## config.mk

```make
export PLATFORM = sky130hd
export DESIGN_NAME = rtc_year_stage
export DESIGN_NICKNAME = d
export VERILOG_FILES = /design/src/rtl/rtcy_pkg.sv /design/src/rtl/rtcy_digit.sv /design/src/rtl/rtcy_leap.sv /design/src/rtl/rtc_year_stage.sv
export SDC_FILE = /design/constraint.sdc
export NUM_CORES = 1
export LEC_CHECK = 0
export BUFFER_PORTS_ARGS = -buffer_cell sky130_fd_sc_hd__buf_2
export CAP_MARGIN = 5
export CORE_AREA = 3 3 40 42
export CTS_BUF_LIST = sky130_fd_sc_hd__clkbuf_16
export CTS_CLUSTER_DIAMETER = 40
export DETAILED_ROUTE_END_ITERATION = 7
export DIE_AREA = 0 0 43 45
export PLACE_DENSITY_LB_ADDON = 0.15
export RECOVER_POWER = 50
export SETUP_SLACK_MARGIN = 0.05
export SYNTH_ARGS = -nofsm -noshare
export SYNTH_HDL_FRONTEND = slang
export SYNTH_SLANG_ARGS = --single-unit
```

## constraint.sdc

```tcl
create_clock -name clk -period 3.2 [get_ports clk]
set_input_delay 0.16 -clock clk [delete_from_list [all_inputs] [get_ports clk]]
set_output_delay 0.16 -clock clk [all_outputs]
set_load 0.03 [all_outputs]
```

## src/rtl/rtcy_pkg.sv

```systemverilog
`timescale 1ns/1ps
package rtcy_pkg;
   localparam int DIG_W = 4;
   typedef logic [DIG_W-1:0] bcd_t;
   localparam bcd_t BCD_TOP = 4'd9;
endpackage

```

## src/rtl/rtcy_digit.sv

```systemverilog
`timescale 1ns/1ps
module rtcy_digit
   import rtcy_pkg::*;
(
   input  bcd_t d_in,
   input  logic step,
   output bcd_t d_out
);
   always_comb begin
      if (!step)
         d_out = d_in;
      else if (d_in == BCD_TOP)
         d_out = '0;
      else
         d_out = d_in + 1'b1;
   end
endmodule

```

## src/rtl/rtcy_leap.sv

```systemverilog
`timescale 1ns/1ps
module rtcy_leap
   import rtcy_pkg::*;
(
   input  bcd_t units,
   input  logic tens_odd,
   output logic is_leap
);
   always_comb begin
      if (tens_odd)
         is_leap = (units == 4'd2) || (units == 4'd6);
      else
         is_leap = (units == 4'd0) || (units == 4'd4) || (units == 4'd8);
   end
endmodule

```

## src/rtl/rtc_year_stage.sv

```systemverilog
`timescale 1ns/1ps
module rtc_year_stage
   import rtcy_pkg::*;
#(
   parameter int NDIG = 2,
   localparam int YW = NDIG * DIG_W
)(
   input  logic          clk,
   input  logic          rst_n,
   input  logic          run_en,
   input  logic          yr_carry,
   input  logic          wr_en,
   input  logic [YW-1:0] wr_data,
   output logic [YW-1:0] rd_data,
   output logic          leap
);
   if (NDIG < 2) begin : g_bad_ndig
      $error("rtc_year_stage: NDIG must be at least 2");
   end

   logic [YW-1:0] yr_q;
   logic [YW-1:0] yr_inc;
   logic [NDIG-1:0] dig_step;
   logic load_wr;
   logic load_cy;

   assign load_wr = rst_n & wr_en & ~run_en;
   assign load_cy = rst_n & yr_carry & ~load_wr;

   for (genvar i = 0; i < NDIG; i++) begin : g_dig
      if (i == 0) begin : g_lsd
         assign dig_step[i] = 1'b1;
      end else begin : g_upper
         assign dig_step[i] = dig_step[i-1] &
                              (yr_q[(i-1)*DIG_W +: DIG_W] == BCD_TOP);
      end
      rtcy_digit u_digit (
         .d_in  (yr_q[i*DIG_W +: DIG_W]),
         .step  (dig_step[i]),
         .d_out (yr_inc[i*DIG_W +: DIG_W])
      );
   end

   always_ff @(posedge clk) begin
      if (load_wr)
         yr_q <= wr_data;
      else if (load_cy)
         yr_q <= yr_inc;
   end

   rtcy_leap u_leap (
      .units    (yr_q[DIG_W-1:0]),
      .tens_odd (yr_q[DIG_W]),
      .is_leap  (leap)
   );

   assign rd_data = yr_q;
endmodule

```

==> Word-level counts from Yosys, hierarchy flattened <==
Index checks and enable logic that the tools add are counted.
{ "classes": {"n_addsub": 2, "eq_ne": 6, "mux": 6, "bitwise_logic": 6, "n_reduce_logical": 7} }
{ "op_table": {"columns": ["op", "count"], "rows": [
  ["$mux W8", 2],
  ["$eq A4 B4 Y1 const B", 3],
  ["$mux W4", 3],
  ["$add A4 B1 Y4 const B", 2],
  ["$eq A4 B3 Y1 const B", 2],
  ["$and A1 B1 Y1", 4],
  ["$eq A4 B2 Y1 const B", 1],
  ["$logic_not A4 Y1", 1],
  ["$reduce_bool A2 Y1", 2],
  ["$logic_or A1 B1 Y1", 3],
  ["$not A1 Y1", 2],
  ["$reduce_and A2 Y1", 1],
  ["$mux W1", 1]
]} }
{ "word_totals": {"register_bits": 8, "in_bits": 13, "out_inout_bits": 9, "word_cells": 29} }

==> Logic depth before layout (Yosys ltp) <==
Gate-level depths: netlist of the first run.
{ "depth": {"ltp_word": 6, "depth_mapped": 3} }

==> By module <==
From an unflattened synthesis of the first run, not the netlist that was laid out.
{ "hier_totals": {"hier_cells": 48, "area_unflattened_um2": 573.0} }
{ "modules_own_cells": {"columns": ["module", "n_inst", "cells_each", "area_each_um2", "seq_area_each_um2"], "rows": [
  ["rtc_year_stage", 1, 21, 377.9, 240.2],
  ["rtcy_digit", 2, 12, 85.1, 0.0],
  ["rtcy_leap", 1, 3, 25.0, 0.0]
]} }

==> Least setup slack after synthesis of the first run <==
OpenSTA, ideal clock, no wires.
{ "synth_timing": {"path_kind": "flip-flop to flip-flop", "startpoint": "register yr_q[2], in the netlist rd_data[2]", "endpoint": "register yr_q[4], in the netlist rd_data[4], enable pin", "arrival_ps": 1385, "t_required_ps": 2821, "setup_slack_ps": 1436, "path_stages_with_launch": 3, "n_path_buf": 0, "period_less_slack_ps": 1764, "cell_sequence": "edfxtp_1 -> nand2b_1 -> o41ai_1"} }
{ "synth_via": {"elab_chain_cells": 3} }
{ "synth_lines": {"columns": ["element", "line_no", "source"], "rows": [
  ["from (decl)", "rtc_year_stage.sv:21", "logic [YW-1:0] yr_q;"],
  ["from (signal assigned)", "rtc_year_stage.sv:46", "yr_q <= wr_data;"],
  ["from (signal assigned)", "rtc_year_stage.sv:48", "yr_q <= yr_inc;"],
  ["$eq A4 B4 Y1", "rtc_year_stage.sv:35", "(yr_q[(i-1)*DIG_W +: DIG_W] == BCD_TOP);"],
  ["$reduce_bool A2 Y1 (no line)", null, null],
  ["$reduce_and A2 Y1 (no line)", null, null]
]} }
No other way between the ends.
A chain may end at the register's enable or synchronous reset.

==> Final worst setup path of the first run <==
{ "layout_timing": {"startpoint": "register yr_q[2], in the netlist rd_data[2]", "endpoint": "register yr_q[5], in the netlist rd_data[5], enable pin"} }
The elaborated chain is that of the path after synthesis.

==> impl_metrics.tcl, run 1 <==
set metrics [dict create \
    status "finished clean" \
    synthToLayoutAreaGrowth_pct 34.7 \
    largest_reg_flops 8 \
    vdd_drop_max_mv 0.388 \
    synth_cell_type_count 20 \
    hp-class "in -> reg" \
    max_stage_delay_ps 690 \
    syn_area_um2 504 \
    wl_per_cell_um 11.7 \
    ys_ff_latch 8 \
    ctsHoldBuffers 0 \
    synth_top_area_share_pct 47.6 \
    worst_setup_hold_path_clk_slew_ps 40 \
    first_iter_violations 15 \
    drtPass1Iterations 4 \
    cts_buffers 3 \
    grt_busiest_layer "met2" \
    grt_pass1_vias 391 \
    clkSinkCount 8 \
    fin_crit_ps 1710 \
    pin_count 22 \
    clock_path_buffers 2 \
    setup_tns_ps 0 \
    routabilityCongestion 0.724 \
    diodes 0 \
    drc_errors 0 \
    routed-via-count 466 \
    path_max_fanout 7 \
    met3_usage_pct 3.19 \
    cap_violations 0 \
    avgSynthCellArea_um2 9.17 \
    slew_viol_final 0 \
    grt_usage_pct 12.0 \
    power_switching_uw 92.4 \
    syn_inst 55 \
    final-setup-viol-count 0 \
    p_seq_share_pct 33.9 \
    core_mm2 0.00128 \
    core.rowCount 13 \
    drt_wl_total_um 1080 \
    pwr-share-comb_pct 14.2 \
    antenna_found_initial 0 \
    grtUsageMet2_pct 18.3 \
    grt_overflow_total 0 \
    slew_headroom_pct 49.0 \
    fmax_mhz 584 \
    crit_chain "nand2b_1 > o41ai_1" \
    port_buffers 21 \
    fin_hold_ws_ps 249 \
    synth.largest_area_cell "edfxtp_1" \
    fin_nets 92 \
    ys_warn_count 0 \
    crit_type "reg -> reg" \
    start_util_pct 39.2 \
    worst_pin_slew_ps 755 \
    postCtsSetupBuffers 0 \
    dieArea_mm2 0.00194 \
    crit_arrival_ps 1570 \
    nFillCells 119 \
    intPower_uw 310 \
    grt_max_degree 19 \
    synthesis.nets 68 \
    p_leak_uw 0.000283 \
    fin_crit_sh_pct 53.5 \
    grt_pass1_wl_um 1640 \
    routed_via_density 5.07 \
    ant_nets 0 \
    clock_power_share_pct 51.9 \
    cp-end-kind "flop" \
    skew_ps 0.858 \
    worst_setup_path_start_kind "flop" \
    htreeDepth 1 \
    hold_viol_final 0 \
    seq_area_frac_synth_pct 47.6 \
    switching_share_pct 23.0 \
    dieHeight_um 45 \
    cts_resized 0 \
    dp_hpwl_um 799 \
    crit_slowest_cell "o41ai_1" \
    cts_tree "built" \
    cts-root-buf "clkbuf_16" \
    grt_setup_unrepaired "no" \
    required_ps 3060 \
    grt.met1_usage_pct 14.7 \
    synth.area.top_cells "edfxtp_1 (48%), a21oi_1 (6.0%), nor2_1 (6.0%)" \
    drive_gt1_share_pct 26.0 \
    cellPowerDensity_mw_per_mm2 592 \
    clock_latency_ps 230 \
    die_w_um 43 \
]
synth_stat cells:
library cell	count
inv_2	1
a31oi_1	4
nand3b_1	3
buf_2	1
nand2_1	7
nand3b_2	1
inv_1	1
and3b_2	1
nand2b_1	2
a21oi_1	6
edfxtp_1	8
xor2_1	2
nor2b_1	3
nor2_1	8
o41ai_1	1
o21ai_0	2
a21bo_1	1
o21ai_1	1
buf_4	1
or3_1	1
worst paths after layout:
check,start,to,slack (ps),cells after the start
worst max-delay path,rd_data[2],rd_data[5],1490,2
worst min-delay path,wr_data[4],rd_data[4],250,3
worst max register to register,rd_data[2],rd_data[5],1490,2
worst min register to register,rd_data[0],rd_data[0],680,1
metrics by stage:
step | setup WS, ps | utilization [%] | total power (uW) | cells | cell area [um^2]
finish | 1490 | 52.9 | 402 | 92 | 679
global route | 1370 | 52.9 | 418 | 92 | 679
CTS | 1480 | 53.7 | 406 | 92 | 691
detailed placement | 1480 | 47.9 | 196 | 89 | 616
global placement | 1470 | 47.9 | 196 | 89 | 616
floorplan | 1440 | - | 176 | 55 | 504
power groups by stage:
stage | combinational (uW) | clock [uW] | sequential (uW)
after floorplan | 28.7 | 0 | 148
after global placement | 59.3 | 0 | 137
after detailed placement | 59.1 | 0 | 137
after CTS | 60.0 | 210 | 136
after global routing | 63.4 | 217 | 138
final | 57.3 | 208 | 136
layer usage:
metal,share of wire [%],vias to the layer above
met5,0,-
met4,2.1,0
met3,7.1,2
met2,44,16
met1,46,205
li1,-,243
cell type report:
| cell class | count | area (um^2) | area share, % |
|---|---|---|---|
| clock buffers | 3 | 75.1 | 11.0 |
| inverters | 2 | 7.51 | 1.10 |
| multi-input cells | 43 | 240 | 35.4 |
| flip-flops and latches | 8 | 240 | 35.4 |
| well taps | 15 | 18.8 | 2.76 |
| repair buffers | 21 | 97.6 | 14.4 |
logic make-up (layout without fill, tap and decap cells):
group	count (synthesis)	after routing	synth area share, %
XOR/XNOR	2	2	3.47
AO/OA/AOI/OAI	15	15	17.6
AND/OR/NAND/NOR	26	26	27.3
flip-flops	8	8	47.6
buffers and inverters	4	26	3.97
cell usage in the layout (no fill, tap or decap), drive strengths merged:
| cell type | instances |
|---|---|
| buf | 15 |
| clkbuf | 9 |
| nor2 | 8 |
| edfxtp | 8 |
| nand2 | 7 |
| a21oi | 6 |
| nand3b | 4 |
| a31oi | 4 |
| nor2b | 3 |
| o21ai | 3 |
| xor2 | 2 |
| nand2b | 2 |
| inv | 2 |
| and3b | 1 |
| or3 | 1 |
| o41ai | 1 |
| a21bo | 1 |
worst max-delay path: cells and delay by family, from the launching register on:
kind	cells	cell delay [ps]
flops	1	470
simple gates	1	190
compound gates	1	690
(Power assumes the default switching activity.)
==> run 2, diff against run 1 <==
==> constraint.sdc (replaced) <==
create_clock -name clk -period 1.51 [get_ports clk]
set_input_delay 0.0755 -clock clk [delete_from_list [all_inputs] [get_ports clk]]
set_output_delay 0.0755 -clock clk [all_outputs]
set_load 0.03 [all_outputs]
==> run 2 against run 1 <==
Net effect:
- critical path depth up 2
- highest routed layer unchanged
- worst setup slack got worse by 1400 ps
- largest power group unchanged
- total power increased by 120%
- routed wire length grew 6.8%
- final area is 9.4% higher
- count of clock-buffer cells in the layout did not move
- global-route usage up 2.3 points
- die area stayed put
==> impl_metrics.tcl, run 2 (synthesis gave the netlist of run 1 again) <==
set metrics [dict create \
    grt_overflow_total 0 \
    skew_ps 1.47 \
    max_stage_delay_ps 470 \
    power_switching_uw 198 \
    r2r_slack_ps 130 \
    cts_resized 0 \
    crit_arrival_ps 1300 \
    grt_setup_unrepaired "no" \
    slew_viol_final 0 \
    cpMostUsedCell "a21oi_1" \
    cts_tree "built" \
    clkSinkCount 8 \
    crit_slowest_cell "edfxtp_1" \
    drtPass1Iterations 3 \
    worst_setup_hold_path_clk_slew_ps 30 \
    nFillCells 113 \
    synthToLayoutAreaGrowth_pct 47.4 \
    wl_per_cell_um 11.9 \
    dieArea_mm2 0.00194 \
    drive_gt1_share_pct 32.9 \
    hp-class "in -> reg" \
    grt_max_degree 11 \
    fmax_mhz 725 \
    p_leak_uw 0.000329 \
    routed-via-count 491 \
    antenna_found_initial 0 \
    port_buffers 21 \
    cp-end-kind "primary output" \
    slew_headroom_pct 71.7 \
    clock_power_share_pct 50.0 \
    diodes 0 \
    path_max_fanout 7 \
    holdPathStages 3 \
    final-setup-viol-count 0 \
    design_area_um2 743 \
    hp-start "wr_data[0]" \
    routed_via_density 5.06 \
    intPower_uw 670 \
    pin_count 22 \
    switching_share_pct 22.8 \
    crit_chain "a21oi_1 > nand2_1 > a21oi_1 > buf_2" \
    grt_usage_pct 14.3 \
    pwr-share-comb_pct 17.1 \
    layout_common_cells "buf_2 (15), nor2_1 (8), edfxtp_1 (8), nand2_1 (7), clkbuf_1 (7)" \
    p_total_uw 869 \
    clock_path_buffers 2 \
    cts_buffers 3 \
    dieHeight_um 45 \
    crit_type "reg -> out" \
    clock_latency_ps 230 \
    first_iter_violations 2 \
    cap_violations 0 \
    ant_nets 0 \
    critPathTopFamily "flip-flops" \
    required_ps 1430 \
    largest_reg_flops 8 \
    htreeDepth 1 \
    fin_crit_sh_pct 91.4 \
    status "finished clean" \
    routabilityCongestion 0.685 \
    vdd_drop_max_mv 0.888 \
    r2r_end "rd_data[4]" \
    grt_pass1_vias 474 \
    worst_pin_slew_ps 425 \
    drt_wl_total_um 1150 \
    drc_errors 0 \
    cellPowerDensity_mw_per_mm2 1170 \
    worst_setup_path_start_kind "flop" \
    p_seq_share_pct 32.9 \
    hold_viol_final 0 \
    final_common_cell "buf_2" \
    core_mm2 0.00128 \
    fin_crit_ps 1380 \
    core.rowCount 13 \
    setup_tns_ps 0 \
    die_w_um 43 \
    grt_pass1_wl_um 1950 \
    seqCellArea_um2 240 \
    multi_input_area_um2 270 \
    dp_hpwl_um 900 \
    whs_endpoint "rd_data[0]" \
    path_buf_inv 1 \
    reg2reg_depth 2 \
    fin_nets 97 \
    start_util_pct 39.2 \
    place_area_um2 664 \
    cts-root-buf "clkbuf_16" \
    r2r_start "rd_data[1]" \
]
run 2: stage by stage:
step	util, %	setup WS [ps]	hold slack (ps)	std cells
4_1_cts	57.5	86.3	163	95
3_5_place_dp	51.7	144	399	92
6_report	57.8	131	167	97
2_1_floorplan	-	78.4	305	55
5_1_grt	57.8	55.2	194	97
3_3_place_gp	51.7	170	390	92
run 2: power by group through the flow:
stage               Clock [uW]  Combinational (uW)  Sequential, uW
floorplan                    0                68.5             315
global placement             0                 141             292
detailed placement           0                 142             293
CTS                        445                 143             290
global route               461                 164             288
finish                     435                 148             286
run 2: worst register-to-register path, stage by stage, from the launching register on:
cell      delay [ps]
edfxtp_1         400
buf_4            180
o41ai_4          450
run 2: worst max-delay path by stage:
| stage | to | startpoint | cells after the start |
|---|---|---|---|
| floorplan | leap | rd_data[1] | 3 |
| global placement | rd_data[6] | rd_data[1] | 1 |
| detailed placement | rd_data[4] | rd_data[1] | 1 |
| CTS | leap | rd_data[1] | 4 |
| finish | leap | rd_data[2] | 4 |
| global route | leap | rd_data[2] | 4 |
run 2: area by class of cell:
type                    instances  area share, %
flip-flops and latches          8           32.3
repair buffers                 26           17.7
well taps                      15           2.53
inverters                       2           1.01
multi-input cells              43           36.4
clock buffers                   3           10.1
run 2: metal layers:
layer	up-vias	part of all wire, %	track usage [%]
met5	-	0	0
met4	0	2.1	10.8
met3	2	7.7	4.78
met2	17	45	22.5
met1	216	45	16.3
li1	256	-	-
run 2: timing repair:
item	4_1_cts	5_1_grt
endpoints found under the setup margin	0	1
buffers inserted	0	2
hold buffers	0	0
endpoints found under the hold margin	0	0
